<file path="config.mk">
export PLATFORM = sky130hd
export DESIGN_NAME = prof_evt_counters
export DESIGN_NICKNAME = d
export VERILOG_FILES = /design/src/rtl/prof_pkg.sv /design/src/rtl/prof_ctrl_reg.sv /design/src/rtl/prof_counter.sv /design/src/rtl/prof_evt_counters.sv
export SDC_FILE = /design/constraint.sdc
export NUM_CORES = 1
export LEC_CHECK = 0
export CAP_MARGIN = 20
export CORE_ASPECT_RATIO = 0.6
export CORE_MARGIN = 5
export CORE_UTILIZATION = 40
export DETAILED_ROUTE_END_ITERATION = 12
export DONT_BUFFER_PORTS = 1
export MAX_ROUTING_LAYER = met4
export PLACE_DENSITY_LB_ADDON = 0.12
export SETUP_SLACK_MARGIN = 0.2
export SKIP_CTS_REPAIR_TIMING = 1
export SYNTH_ARGS = -nofsm -noshare
export SYNTH_HDL_FRONTEND = slang
export SYNTH_HIERARCHICAL = 1
export SYNTH_SLANG_ARGS = --single-unit
</file>
<file path="constraint.sdc">
create_clock -name clk -period 2.1 [get_ports clk]
set_input_delay 0.315 -clock clk [delete_from_list [all_inputs] [get_ports clk]]
set_output_delay 0.315 -clock clk [all_outputs]
set_load 0.01 [all_outputs]
</file>
<file path="src/rtl/prof_pkg.sv">
`timescale 1ns/1ps
package prof_pkg;
    localparam int NUM_CLS   = 5;
    localparam int CNT_BITS  = 8;
    localparam int WORD_W    = 32;
    localparam int ADDR_W    = 3;
    localparam int EN_LSB    = 17;
    localparam int TRC_BIT   = 16;
    localparam int CTRL_ADDR = 0;
    localparam int CNT_BASE  = 1;

    typedef enum logic [2:0] {
        CLS_MULTI = 3'd0,
        CLS_EXC   = 3'd1,
        CLS_SLEEP = 3'd2,
        CLS_LSU   = 3'd3,
        CLS_FOLD  = 3'd4
    } cls_e;

    typedef struct packed {
        logic [NUM_CLS-1:0] evt_en;
        logic               trace_en;
    } ctrl_t;

    function automatic logic [WORD_W-1:0] ctrl_to_word(ctrl_t c);
        logic [WORD_W-1:0] w;
        w = '0;
        w[EN_LSB +: NUM_CLS] = c.evt_en;
        w[TRC_BIT]           = c.trace_en;
        return w;
    endfunction

    function automatic ctrl_t word_to_ctrl(logic [WORD_W-1:0] w);
        ctrl_t c;
        c.evt_en   = w[EN_LSB +: NUM_CLS];
        c.trace_en = w[TRC_BIT];
        return c;
    endfunction
endpackage

</file>
<file path="src/rtl/prof_ctrl_reg.sv">
`timescale 1ns/1ps
module prof_ctrl_reg
    import prof_pkg::*;
(
    input  logic               clk,
    input  logic               rst,
    input  logic               wr_i,
    input  logic [WORD_W-1:0]  wdata_i,
    output logic [NUM_CLS-1:0] en_o,
    output logic               trace_o,
    output logic [WORD_W-1:0]  rdata_o
);
    ctrl_t ctrl_q;
    logic  unused_wbits;

    assign unused_wbits = ^{wdata_i[WORD_W-1:EN_LSB+NUM_CLS], wdata_i[TRC_BIT-1:0]};

    always_ff @(posedge clk) begin
        if (rst) begin
            ctrl_q <= '0;
        end else if (wr_i) begin
            ctrl_q <= word_to_ctrl(wdata_i);
        end
    end

    assign en_o    = ctrl_q.evt_en;
    assign trace_o = ctrl_q.trace_en;
    assign rdata_o = ctrl_to_word(ctrl_q);

    assert_trace_R8: assert property (@(posedge clk) disable iff (rst)
        wr_i |=> (trace_o == $past(wdata_i[TRC_BIT])));

    assert_keep_R6: assert property (@(posedge clk) disable iff (rst)
        !wr_i |=> ($stable(en_o) && $stable(trace_o)));
endmodule

</file>
<file path="src/rtl/prof_counter.sv">
`timescale 1ns/1ps
module prof_counter #(
    parameter int CNT_W = 8
) (
    input  logic             clk,
    input  logic             rst,
    input  logic             inc_i,
    input  logic             wr_i,
    input  logic [CNT_W-1:0] wdata_i,
    input  logic             en_i,
    output logic [CNT_W-1:0] cnt_o,
    output logic             evt_o
);
    localparam logic [CNT_W-1:0] CNT_MAX = '1;

    logic [CNT_W-1:0] cnt_q;
    logic             evt_q;
    logic             wrap;

    always_comb begin
        wrap = inc_i && !wr_i && (cnt_q == CNT_MAX);
    end

    always_ff @(posedge clk) begin
        if (rst) begin
            cnt_q <= '0;
            evt_q <= 1'b0;
        end else begin
            evt_q <= wrap && en_i;
            if (wr_i) begin
                cnt_q <= wdata_i;
            end else if (inc_i) begin
                cnt_q <= cnt_q + 1'b1;
            end
        end
    end

    assign cnt_o = cnt_q;
    assign evt_o = evt_q;

    assert_hold_R1: assert property (@(posedge clk) disable iff (rst)
        (!inc_i && !wr_i) |=> $stable(cnt_o));

    assert_wrap_R2: assert property (@(posedge clk) disable iff (rst)
        (inc_i && !wr_i && cnt_o == CNT_MAX) |=> (cnt_o == '0));

    assert_evt_on_R3: assert property (@(posedge clk) disable iff (rst)
        (inc_i && !wr_i && cnt_o == CNT_MAX && en_i) |=> evt_o);

    assert_evt_off_R3: assert property (@(posedge clk) disable iff (rst)
        !(inc_i && !wr_i && cnt_o == CNT_MAX && en_i) |=> !evt_o);

    assert_write_wins_R5: assert property (@(posedge clk) disable iff (rst)
        wr_i |=> ((cnt_o == $past(wdata_i)) && !evt_o));
endmodule

</file>
<file path="src/rtl/prof_evt_counters.sv">
`timescale 1ns/1ps
module prof_evt_counters
    import prof_pkg::*;
#(
    parameter int NUM_CNT = NUM_CLS,
    parameter int CNT_W   = CNT_BITS
) (
    input  logic               clk,
    input  logic               rst,
    input  logic [NUM_CNT-1:0] cls_inc_i,
    input  logic               reg_wr_i,
    input  logic [ADDR_W-1:0]  reg_addr_i,
    input  logic [WORD_W-1:0]  reg_wdata_i,
    output logic [WORD_W-1:0]  reg_rdata_o,
    output logic [NUM_CNT-1:0] evt_o,
    output logic               exc_trace_en_o
);
    localparam int PAD_W = WORD_W - CNT_W;

    logic                 ctrl_wr;
    logic [NUM_CLS-1:0]   evt_en;
    logic [WORD_W-1:0]    ctrl_rdata;
    logic [NUM_CNT-1:0]   cnt_wr;
    logic [CNT_W-1:0]     cnt_val [NUM_CNT];

    assign ctrl_wr = reg_wr_i && (reg_addr_i == ADDR_W'(CTRL_ADDR));

    prof_ctrl_reg u_ctrl (
        .clk     (clk),
        .rst     (rst),
        .wr_i    (ctrl_wr),
        .wdata_i (reg_wdata_i),
        .en_o    (evt_en),
        .trace_o (exc_trace_en_o),
        .rdata_o (ctrl_rdata)
    );

    for (genvar i = 0; i < NUM_CNT; i++) begin : g_cnt
        assign cnt_wr[i] = reg_wr_i && (reg_addr_i == ADDR_W'(CNT_BASE + i));

        prof_counter #(.CNT_W(CNT_W)) u_cnt (
            .clk     (clk),
            .rst     (rst),
            .inc_i   (cls_inc_i[i]),
            .wr_i    (cnt_wr[i]),
            .wdata_i (reg_wdata_i[CNT_W-1:0]),
            .en_i    (evt_en[i]),
            .cnt_o   (cnt_val[i]),
            .evt_o   (evt_o[i])
        );
    end

    always_comb begin
        reg_rdata_o = '0;
        if (reg_addr_i == ADDR_W'(CTRL_ADDR)) begin
            reg_rdata_o = ctrl_rdata;
        end
        for (int k = 0; k < NUM_CNT; k++) begin
            if (reg_addr_i == ADDR_W'(CNT_BASE + k)) begin
                reg_rdata_o = {{PAD_W{1'b0}}, cnt_val[k]};
            end
        end
    end

    assert_ctrl_rsv_R7: assert property (@(posedge clk) disable iff (rst)
        (reg_addr_i == ADDR_W'(CTRL_ADDR)) |->
            (reg_rdata_o[TRC_BIT-1:0] == '0 && reg_rdata_o[WORD_W-1:EN_LSB+NUM_CLS] == '0));

    assert_trace_lvl_R8: assert property (@(posedge clk) disable iff (rst)
        (reg_addr_i == ADDR_W'(CTRL_ADDR)) |-> (reg_rdata_o[TRC_BIT] == exc_trace_en_o));

    assert_unmapped_R10: assert property (@(posedge clk) disable iff (rst)
        (reg_addr_i > ADDR_W'(NUM_CNT)) |-> (reg_rdata_o == '0));
endmodule

</file>
==> run_results.csv, run 1 <==
group,metric,value,unit
synthesis,yosys_warnings,6,
power_and_ir_drop,ir_worst_vdd,0.000271,V
routing,drt_iter0_drc,273,
critical_path,cp.arrival,1.30,ns
synthesis,synth_compound_area_frac,0.178,
routing,wirelength,9520,µm
floorplan,start_util,0.417,
critical_path,worstPathMaxFanout,6,
global_routing,grt_pass1_vias,2627,
power_and_ir_drop,p_per_area,588,nW/µm²
routing,drc,0,
synthesis,synth_top_family_by_area,"simple AND/OR/NAND/NOR gates",
critical_path,reg2reg_depth,4,
hold_path,hold_class,"in -> reg",
sta,final.period_utilization,0.771,
routing,viasPerCell,5.55,
clock_network,clock_sinks,51,
clock_network,htreeDepth,2,
synthesis,synth_xor_xnor_area_share,0.0485,
synthesis,synth-seq-area-share,0.283,
synthesis,synth.distinct_cells,42,
critical_path,start_kind,"flop",
final_layout,stdcell_area,3610,µm²
synthesis,postSynthCellCount,428,
placed_design,dp_slack,0.279,ns
clock_network,worstSkewPairLatency,0.29,ns
synthesis,synth-simple-area-share,0.297,
floorplan,die_x,133,µm
critical_path,startpoint,"g_cnt[1].u_cnt/cnt_o[0]$_SDFFE_PP0P_",
power_and_ir_drop,leakage,1.28,nW
final_layout,syn_to_final_growth,-0.0347,%
synthesis,synthesis.area,3610,µm²
placed_design,gp_congestion,0.819,
sta,max_slew_margin,0.487,
synthesis,synth_edf_count,0,
sta,max_clock_freq,0.618,GHz
floorplan,fp.dieArea,11100,µm²
synthesis,synth.avg_cell_area,8.44,µm²
synthesis,synth_fa_ha_area_frac,0.0173,
final_layout,drive_gt1_frac,0.0934,
clock_network,clk_pin_slew,0.07,ns
placed_design,io_buffers,0,
sta,slew_violations,0,
global_routing,grt-ovfl-total,0,
critical_path,crit_type,"reg -> out",
sta,timing.final.hold_violations,0,
critical_path,critPathCapture,"reg_rdata_o[0]",
sta,rsz0062_at_grt,"no",
critical_path,ff2ff_setup_slack,0.59,ns
floorplan,die_h,83.6,µm
final_layout,antennaDiodeCount,0,
routing,routedWlPerCell,18.3,µm
routing,drt-pass1-iter-count,5,
synthesis,ys.flop_type,"dfxtp_1",
routing,routed-via-count,2878,
sta,period_needed,1.62,ns
clock_network,cts_buffers,5,
outcome,status,"completed",
sta,setup_ws,0.481,ns
job,maxCapViolCount,0,
critical_path,worstPathRequired,1.78,ns
clock_network,cts_tree,"built",
global_routing,antenna_found_initial,0,
sta,skew,0.00366,ns
final_layout,fin_nets,454,
critical_path,endpoint_kind,"output port",
sta,finalSetupViolCount,0,
sta,fin_setup_tns,0,ns
placed_design,dp.final_hpwl,7030,µm
synthesis,async_flop_share,0,
routing,postRouteAntennaNets,0,
placed_design,postPlaceCellArea,3470,µm²
floorplan,pin_count,81,
sta,worst_pin_slew,0.758,ns
critical_path,r2r-end,"g_cnt[1].u_cnt/cnt_o[6]$_SDFFE_PP0P_",
floorplan,rows,26,
global_routing,grt_pass1_wl,15200,µm
global_routing,grt_max_degree,57,
synthesis,synth-seq-cells,51,
clock_network,cts_root_buf,"clkbuf_16",
global_routing,grt_usage,0.176,
synthesis,synth_mux_area_frac,0.0544,
critical_path,rr_startpoint,"g_cnt[1].u_cnt/cnt_o[0]$_SDFFE_PP0P_",
clock_network,clk_path_buf_depth,2,
floorplan,core-area,8650,µm²
registers in the layout, summed over array words and instances (netlist names):
signal             count
g_cnt.u_cnt/cnt_o     40
u_ctrl/en_o            5
g_cnt.u_cnt/evt_o      5
u_ctrl/trace_o         1
synth_stat cells, types with 7 or more instances:
cell      number  area (µm²)
dfxtp_1       51        1020
buf_4         37         278
nand2_1       33         124
and2_1        27         169
nor2_1        26        97.6
xor2_1        20         175
a211oi_1      15         113
a21oi_1       15        75.1
nand3_1       15        75.1
nand4_1       15        93.8
o21ai_0       15        75.1
mux2i_1       14         140
or3_1         10        62.6
nor2b_1        9        56.3
a32oi_1        8        70.1
clkbuf_1       8        30.0
nand3b_1       8        60.1
o211ai_2       8         100
o21a_1         8        60.1
buf_6          7        78.8
through the flow:
step	hold slack [ns]	cells	power (mW)	utilization
6_report	0.0785	519	2.12	0.417
5_1_grt	0.0679	519	2.22	0.417
4_1_cts	0.0777	519	2.14	0.417
3_5_place_dp	0.393	511	1.33	0.401
3_3_place_gp	0.392	511	1.32	0.401
2_1_floorplan	0.387	453	1.37	-
worst min-delay path by stage:
stage / startpoint / cells after the start / slack (ns) / to
6_report: rst / 1 / 0.08 / g_cnt[3].u_cnt/cnt_o[0]$_SDFFE_PP0P_
5_1_grt: rst / 1 / 0.07 / g_cnt[3].u_cnt/cnt_o[1]$_SDFFE_PP0P_
4_1_cts: rst / 1 / 0.08 / g_cnt[3].u_cnt/cnt_o[1]$_SDFFE_PP0P_
3_5_place_dp: rst / 1 / 0.39 / g_cnt[3].u_cnt/cnt_o[1]$_SDFFE_PP0P_
3_3_place_gp: rst / 1 / 0.39 / g_cnt[1].u_cnt/cnt_o[1]$_SDFFE_PP0P_
2_1_floorplan: rst / 1 / 0.39 / u_ctrl/en_o[0]$_SDFFE_PP0P_
worst max-delay path, cell delays in order (launching register included):
cell and delay [ns]:
dfxtp_1 0.46, mux2i_1 0.13, o21a_1 0.19, o211ai_2 0.22
per-layer routing:
layer	global-route usage	share of wire
met4	0.0274	0.0050
met3	0.0590	0.065
met5	-	0
met2	0.227	0.40
met1	0.264	0.53
cells by family after synthesis:
family / after synthesis
buffers and inverters: 64
AOI/OAI and AO/OA: 89
other: 1
adders and majority gates: 5
xor gates and xnor gates: 20
and+or+nand+nor: 179
muxes: 19
DFF: 51
power by group:
group / switching, mW / internal [mW]
registers: 0.0738 / 1.01
clock network: 0.375 / 0.441
logic: 0.107 / 0.116
layout by cell type, fill, tap and decap left out, types with 9 or more instances in the layout:
| cell type | n |
|---|---|
| xor2_1 | 20 |
| nand3_1 | 15 |
| nand2_1 | 33 |
| nand4_1 | 15 |
| mux2i_1 | 14 |
| a21oi_1 | 15 |
| conb_1 | 26 |
| and2_1 | 27 |
| nor2b_1 | 9 |
| dfxtp_1 | 51 |
| nor2_1 | 26 |
| a211oi_1 | 15 |
| o21ai_0 | 15 |
| or3_1 | 10 |
cell type report:
cell class	instances	area, µm²
fill	891	5040
multi-input combinational	338	2250
sequential	51	1020
tap	112	140
clock buffer	6	129
timing repair buffer	5	37.5
inverter	5	18.8
clock inverter	2	12.5
Power figures use the tool's default switching activity.
==> inputs of run 2 (changes only) <==
--- a/config.mk
+++ b/config.mk
@@ -5,6 +5,7 @@
 export SDC_FILE = /design/constraint.sdc
 export NUM_CORES = 1
 export LEC_CHECK = 0
+export ABC_AREA = 1
 export CAP_MARGIN = 20
 export CORE_ASPECT_RATIO = 0.6
 export CORE_MARGIN = 5
==> constraint.sdc (replaced) <==
create_clock -name clk -period 1.68 [get_ports clk]
set_input_delay 0.252 -clock clk [delete_from_list [all_inputs] [get_ports clk]]
set_output_delay 0.252 -clock clk [all_outputs]
set_load 0.01 [all_outputs]
==> run 2 against run 1 <==
Effect of this change: clock power grew 45%; sequential cell count is the same; setup slack lost 0.26 ns; highest routed layer unchanged.
==> run_results.csv, run 2 <==
group,metric,value,unit
power_and_ir_drop,total_power,2.84,mW
routing,postRouteAntennaNets,0,
final_layout,antennaDiodeCount,0,
synthesis,synth.avg_cell_area,6.55,µm²
floorplan,fp.dieArea,11600,µm²
synthesis,async_flop_share,0,
final_layout,drive_gt1_frac,0.146,
final_layout,final_common_cell,"nand2_1",
routing,viasPerCell,4.92,
routing,routed-via-count,3479,
floorplan,pin_count,81,
global_routing,grt-ovfl-total,0,
critical_path,critPathBufInv,0,
synthesis,synth.distinct_cells,28,
routing,drt_iter0_drc,251,
hold_path,hold_class,"in -> reg",
power_and_ir_drop,p_per_area,713,nW/µm²
floorplan,die_x,136,µm
global_routing,grt_pass1_wl,16700,µm
synthesis,postSynthCellCount,581,
clock_network,clk_path_buf_depth,2,
clock_network,cts_buffers,5,
clock_network,cts_root_buf,"clkbuf_16",
critical_path,worstPathMaxFanout,6,
sta,slew_violations,0,
synthesis,synth-seq-cells,51,
synthesis,synthTopCellsByArea,"dfxtp_1, nand2_1, inv_1",
synthesis,synth_edf_count,0,
critical_path,endpoint_kind,"output port",
routing,wirelength,10600,µm
critical_path,max_stage_delay,0.38,ns
global_routing,grt_pass1_vias,3190,
routing,drc,0,
job,maxCapViolCount,0,
critical_path,path_common_cell,"nand4_1",
placed_design,dp.cells,699,
placed_design,io_buffers,0,
clock_network,cts_tree,"built",
clock_network,clock_sinks,51,
floorplan,die_h,85.5,µm
global_routing,antenna_found_initial,1,
routing,drt-pass1-iter-count,5,
floorplan,start_util,0.413,
synthesis,synth_most_common_cell,"nand2_1",
critical_path,worstPathRequired,1.43,ns
synthesis,synthTopCellsByCount,"nand2_1, inv_1, nor2_1",
critical_path,slowest_stage,"dfxtp_1",
sta,rsz0062_at_grt,"yes",
routing,wl_met2,4430,µm
placed_design,dp.final_hpwl,7910,µm
synthesis,synth_area_leader_cell,"dfxtp_1",
routing,drt-met1-wl,5370,µm
power_and_ir_drop,leakage,1.57,nW
synthesis,synthesis.area,3800,µm²
critical_path,crit_type,"reg -> out",
final_layout,largest_reg_flops,40,
final_layout,fin_util,0.431,
routing,topRoutingLayerUsed,"met4",
sta,period_needed,1.46,ns
synthesis,ys.flop_type,"dfxtp_1",
sta,final.period_utilization,0.867,
final_layout,final_cell_count_no_fill,707,
sta,skew,0.00382,ns
placed_design,gp_congestion,0.954,
sta,finalSetupViolCount,0,
floorplan,rows,27,
sta,fin_setup_tns,0,ns
critical_path,path_cells,"nand4_1 > nand2_1 > nor2_2 > nand4_1",
critical_path,cp.arrival,1.20,ns
global_routing,grt_max_degree,32,
critical_path,cp_top_family,"simple AND/OR/NAND/NOR gates",
synthesis,synth-seq-area-share,0.268,
routing,routedWlPerCell,14.9,µm
final_layout,syn_to_final_growth,4.51,%
outcome,status,"completed",
sta,max_clock_freq,0.687,GHz
synthesis,yosys_warnings,6,
synthesis,synth_top_area_share,0.268,
critical_path,start_kind,"flop",
sta,timing.final.hold_violations,0,
routing,wl_met3,618,µm
clock_network,htreeDepth,2,
clock_network,worstSkewPairLatency,0.29,ns
power_and_ir_drop,ir_worst_vdd,0.000351,V
final_layout,fin_nets,624,
global_routing,grt_usage,0.188,
clock_network,clk_pin_slew,0.07,ns
floorplan,core-area,9220,µm²
final_layout,layout_common_cells,"nand2_1, inv_1, nor2_1",
run 2: per-stage QoR:
| step | hold slack, ns | instance area [µm²] | setup WS (ns) |
|---|---|---|---|
| 2_1_floorplan | 0.314 | 3900 | 0.238 |
| 3_3_place_gp | 0.323 | 3790 | 0.233 |
| 3_5_place_dp | 0.323 | 3790 | 0.215 |
| 4_1_cts | 0.00724 | 3960 | 0.182 |
| 5_1_grt | 0.00371 | 3980 | 0.163 |
| 6_report | 0.0154 | 3980 | 0.223 |
run 2: kinds of logic after synthesis:
family	count (synthesis)	synth area share
and+or+nand+nor	297	0.372
buffers and inverters	137	0.184
AOI/OAI and AO/OA	75	0.123
other	1	0.000986
adders and majority gates	5	0.0164
DFF	51	0.268
xor gates and xnor gates	15	0.0345
run 2: routing by layer:
layer  global-route usage  up-vias
met5                    -        -
met4               0.0403        0
met3               0.0393       11
met2                0.269       83
met1                0.271     1587
li1                     -     1798
run 2: power breakdown:
| part | switching [mW] | internal, mW |
|---|---|---|
| Combinational | 0.218 | 0.111 |
| Clock | 0.479 | 0.704 |
| Sequential | 0.0690 | 1.25 |
| Total | 0.766 | 2.07 |
run 2: final cells by class:
class	count	area [µm²]
clock inverters	3	43.8
fillers	995	5250
flip-flops and latches	51	1030
inverters	93	349
clock buffers	5	125
well taps	130	163
multi-input cells	418	2210
repair buffers	7	52.6
run 2: worst register-to-register path: stages, from the launching register on:
cell	delay (ns)
dfxtp_1	0.43
ha_1	0.27
nand2_1	0.07
nor2_1	0.12
nand3_1	0.14
nor3_1	0.21
run 2: path summary, 6_finish.rpt:
| path | slack, ns | start | cells past startpoint | end |
|---|---|---|---|---|
| setup / recovery | 0.22 | g_cnt[0].u_cnt/cnt_o[2]$_SDFFE_PP0P_ | 4 | reg_rdata_o[2] |
| hold / removal | 0.02 | rst | 1 | g_cnt[0].u_cnt/cnt_o[7]$_SDFFE_PP0P_ |
| setup reg to reg | 0.35 | g_cnt[4].u_cnt/cnt_o[1]$_SDFFE_PP0P_ | 5 | g_cnt[4].u_cnt/evt_o$_SDFF_PP0_ |
| hold reg to reg | 0.49 | u_ctrl/en_o[0]$_SDFFE_PP0P_ | 2 | u_ctrl/en_o[0]$_SDFFE_PP0P_ |
==> inputs of run 3 (changes only) <==
--- a/config.mk
+++ b/config.mk
@@ -7,7 +7,6 @@
 export LEC_CHECK = 0
 export ABC_AREA = 1
 export CAP_MARGIN = 20
-export CORE_ASPECT_RATIO = 0.6
 export CORE_MARGIN = 5
 export CORE_UTILIZATION = 40
 export DETAILED_ROUTE_END_ITERATION = 12
==> run 3 against run 2 <==
Effect of this change: setup slack gained 0.032 ns; clock power down 26%; fmax is 2.2% higher; via count decreased by 1.6%; sequential power about the same; register-to-register slack about the same; sequential share of layout area rose by 0.37 points; critical path type unchanged; die area shrank 0.55%; combinational power increased by 5%.
==> run_results.csv, run 3 (synthesis results as in run 2) <==
group,metric,value,unit
power_and_ir_drop,p_per_area,639,nW/µm²
sta,period_needed,1.42,ns
floorplan,die_x,108,µm
placed_design,io_buffers,0,
sta,finalSetupViolCount,0,
critical_path,startpoint,"g_cnt[0].u_cnt/cnt_o[0]$_SDFFE_PP0P_",
sta,setup_ws,0.255,ns
floorplan,fp.dieArea,11600,µm²
floorplan,pin_count,81,
clock_network,clk_pin_slew,0.10,ns
final_layout,layout_common_cells,"nand2_1, inv_1, nor2_1",
routing,routedWlPerCell,14.5,µm
floorplan,die_h,108,µm
sta,timing.final.hold_violations,0,
placed_design,dp.final_hpwl,7590,µm
critical_path,endpoint_kind,"output port",
routing,drc,0,
clock_network,cts_tree,"built",
clock_network,cts_root_buf,"clkbuf_8",
global_routing,grt_pass1_wl,16400,µm
job,maxCapViolCount,0,
floorplan,core-area,9240,µm²
routing,postRouteAntennaNets,0,
critical_path,cp.arrival,1.17,ns
hold_path,hold_class,"in -> reg",
sta,slew_violations,0,
global_routing,antenna_found_initial,0,
clock_network,cts_buffers,5,
placed_design,postPlaceCellArea,3800,µm²
clock_network,clk_path_buf_depth,2,
placed_design,gp_congestion,0.879,
final_layout,final_common_cell,"nand2_1",
sta,whs,0.0894,ns
final_layout,fin_nets,628,
hold_path,min_delay_path_depth,2,
final_layout,largest_reg_flops,40,
critical_path,reg2reg_depth,6,
routing,drt-pass1-iter-count,5,
critical_path,worstPathMaxFanout,6,
sta,rsz0062_at_grt,"yes",
critical_path,path_common_cell,"nand4_1",
clock_network,clock_sinks,51,
final_layout,drive_gt1_frac,0.166,
floorplan,rows,35,
routing,viasPerCell,4.83,
power_and_ir_drop,ir_worst_vdd,0.000326,V
final_layout,stdcell_area,3980,µm²
sta,fin_setup_tns,0,ns
critical_path,rr_startpoint,"g_cnt[2].u_cnt/cnt_o[0]$_SDFFE_PP0P_",
sta,max_clock_freq,0.702,GHz
critical_path,path_cells,"nand4_1 > nand2_1 > nor2_2 > nand4_1",
global_routing,grt_max_degree,32,
critical_path,worstPathRequired,1.43,ns
critical_path,max_stage_delay,0.36,ns
routing,drt_iter0_drc,156,
clock_network,htreeDepth,2,
global_routing,grt_usage,0.186,
final_layout,antennaDiodeCount,0,
sta,skew,0.00662,ns
global_routing,grt-ovfl-total,0,
clock_network,worstSkewPairLatency,0.31,ns
hold_path,min_from,"cls_inc_i[3]",
global_routing,grt_pass1_vias,3188,
sta,final.period_utilization,0.848,
critical_path,crit_type,"reg -> out",
routing,wirelength,10300,µm
outcome,status,"completed",
final_layout,fin_util,0.430,
critical_path,start_kind,"flop",
placed_design,dp_slack,0.265,ns
floorplan,start_util,0.412,
routing,routed-via-count,3423,
critical_path,slowest_stage,"dfxtp_2",
final_layout,syn_to_final_growth,4.54,%
power_and_ir_drop,leakage,1.56,nW
-- run 3: cell count changes in the layout (fill, tap and decap cells not counted) --
| cell | previous run | this run |
|---|---|---|
| dfxtp_2 | 6 | 9 |
| buf_4 | 7 | 10 |
| clkbuf_16 | 5 | 0 |
| nor2_2 | 15 | 18 |
| buf_12 | 0 | 1 |
| clkinvlp_4 | 0 | 1 |
| dfxtp_1 | 45 | 39 |
| clkinv_2 | 1 | 0 |
| dfxtp_4 | 0 | 3 |
| clkbuf_8 | 0 | 5 |
| nor2_1 | 59 | 56 |
| clkinv_4 | 1 | 0 |
-- run 3: worst paths after layout --
check | slack [ns] | end
worst max-delay path | 0.26 | reg_rdata_o[0]
worst min register to register | 0.49 | g_cnt[2].u_cnt/evt_o$_SDFF_PP0_
worst min-delay path | 0.09 | g_cnt[3].u_cnt/evt_o$_SDFF_PP0_
worst max register to register | 0.36 | g_cnt[2].u_cnt/cnt_o[6]$_SDFFE_PP0P_
-- run 3: layout make-up --
| class | count | area, µm² |
|---|---|---|
| Clock buffer | 5 | 68.8 |
| Sequential cell | 51 | 1040 |
| Timing Repair Buffer | 11 | 95.1 |
| Inverter | 93 | 349 |
| Clock inverter | 2 | 37.5 |
| Tap cell | 129 | 161 |
| Multi-Input combinational cell | 418 | 2220 |
| Fill cell | 998 | 5260 |
-- run 3: per-stage QoR --
step	power [mW]	cells
after global routing	2.67	709
after CTS	2.54	707
after detailed placement	1.67	700
after floorplan	1.66	606
after global placement	1.66	700
final	2.54	709
-- run 3: report_power, final --
part	total (mW)	switching [mW]	internal, mW
registers	1.32	0.0646	1.25
logic	0.346	0.226	0.120
clock network	0.878	0.441	0.436
total	2.54	0.732	1.81
-- run 3: per-layer routing --
layer	track usage	up-vias	share of wire
met2	0.301	86	0.47
li1	-	1803	-
met1	0.244	1526	0.44
met4	0.0388	0	0.010
met5	-	-	0
met3	0.0342	8	0.075
-- run 3: critical path, delay by kind of cell, from the launching register on --
| family | cells | cell delay (ns) |
|---|---|---|
| AND/OR/NAND/NOR | 4 | 0.50 |
| flip-flops | 1 | 0.36 |
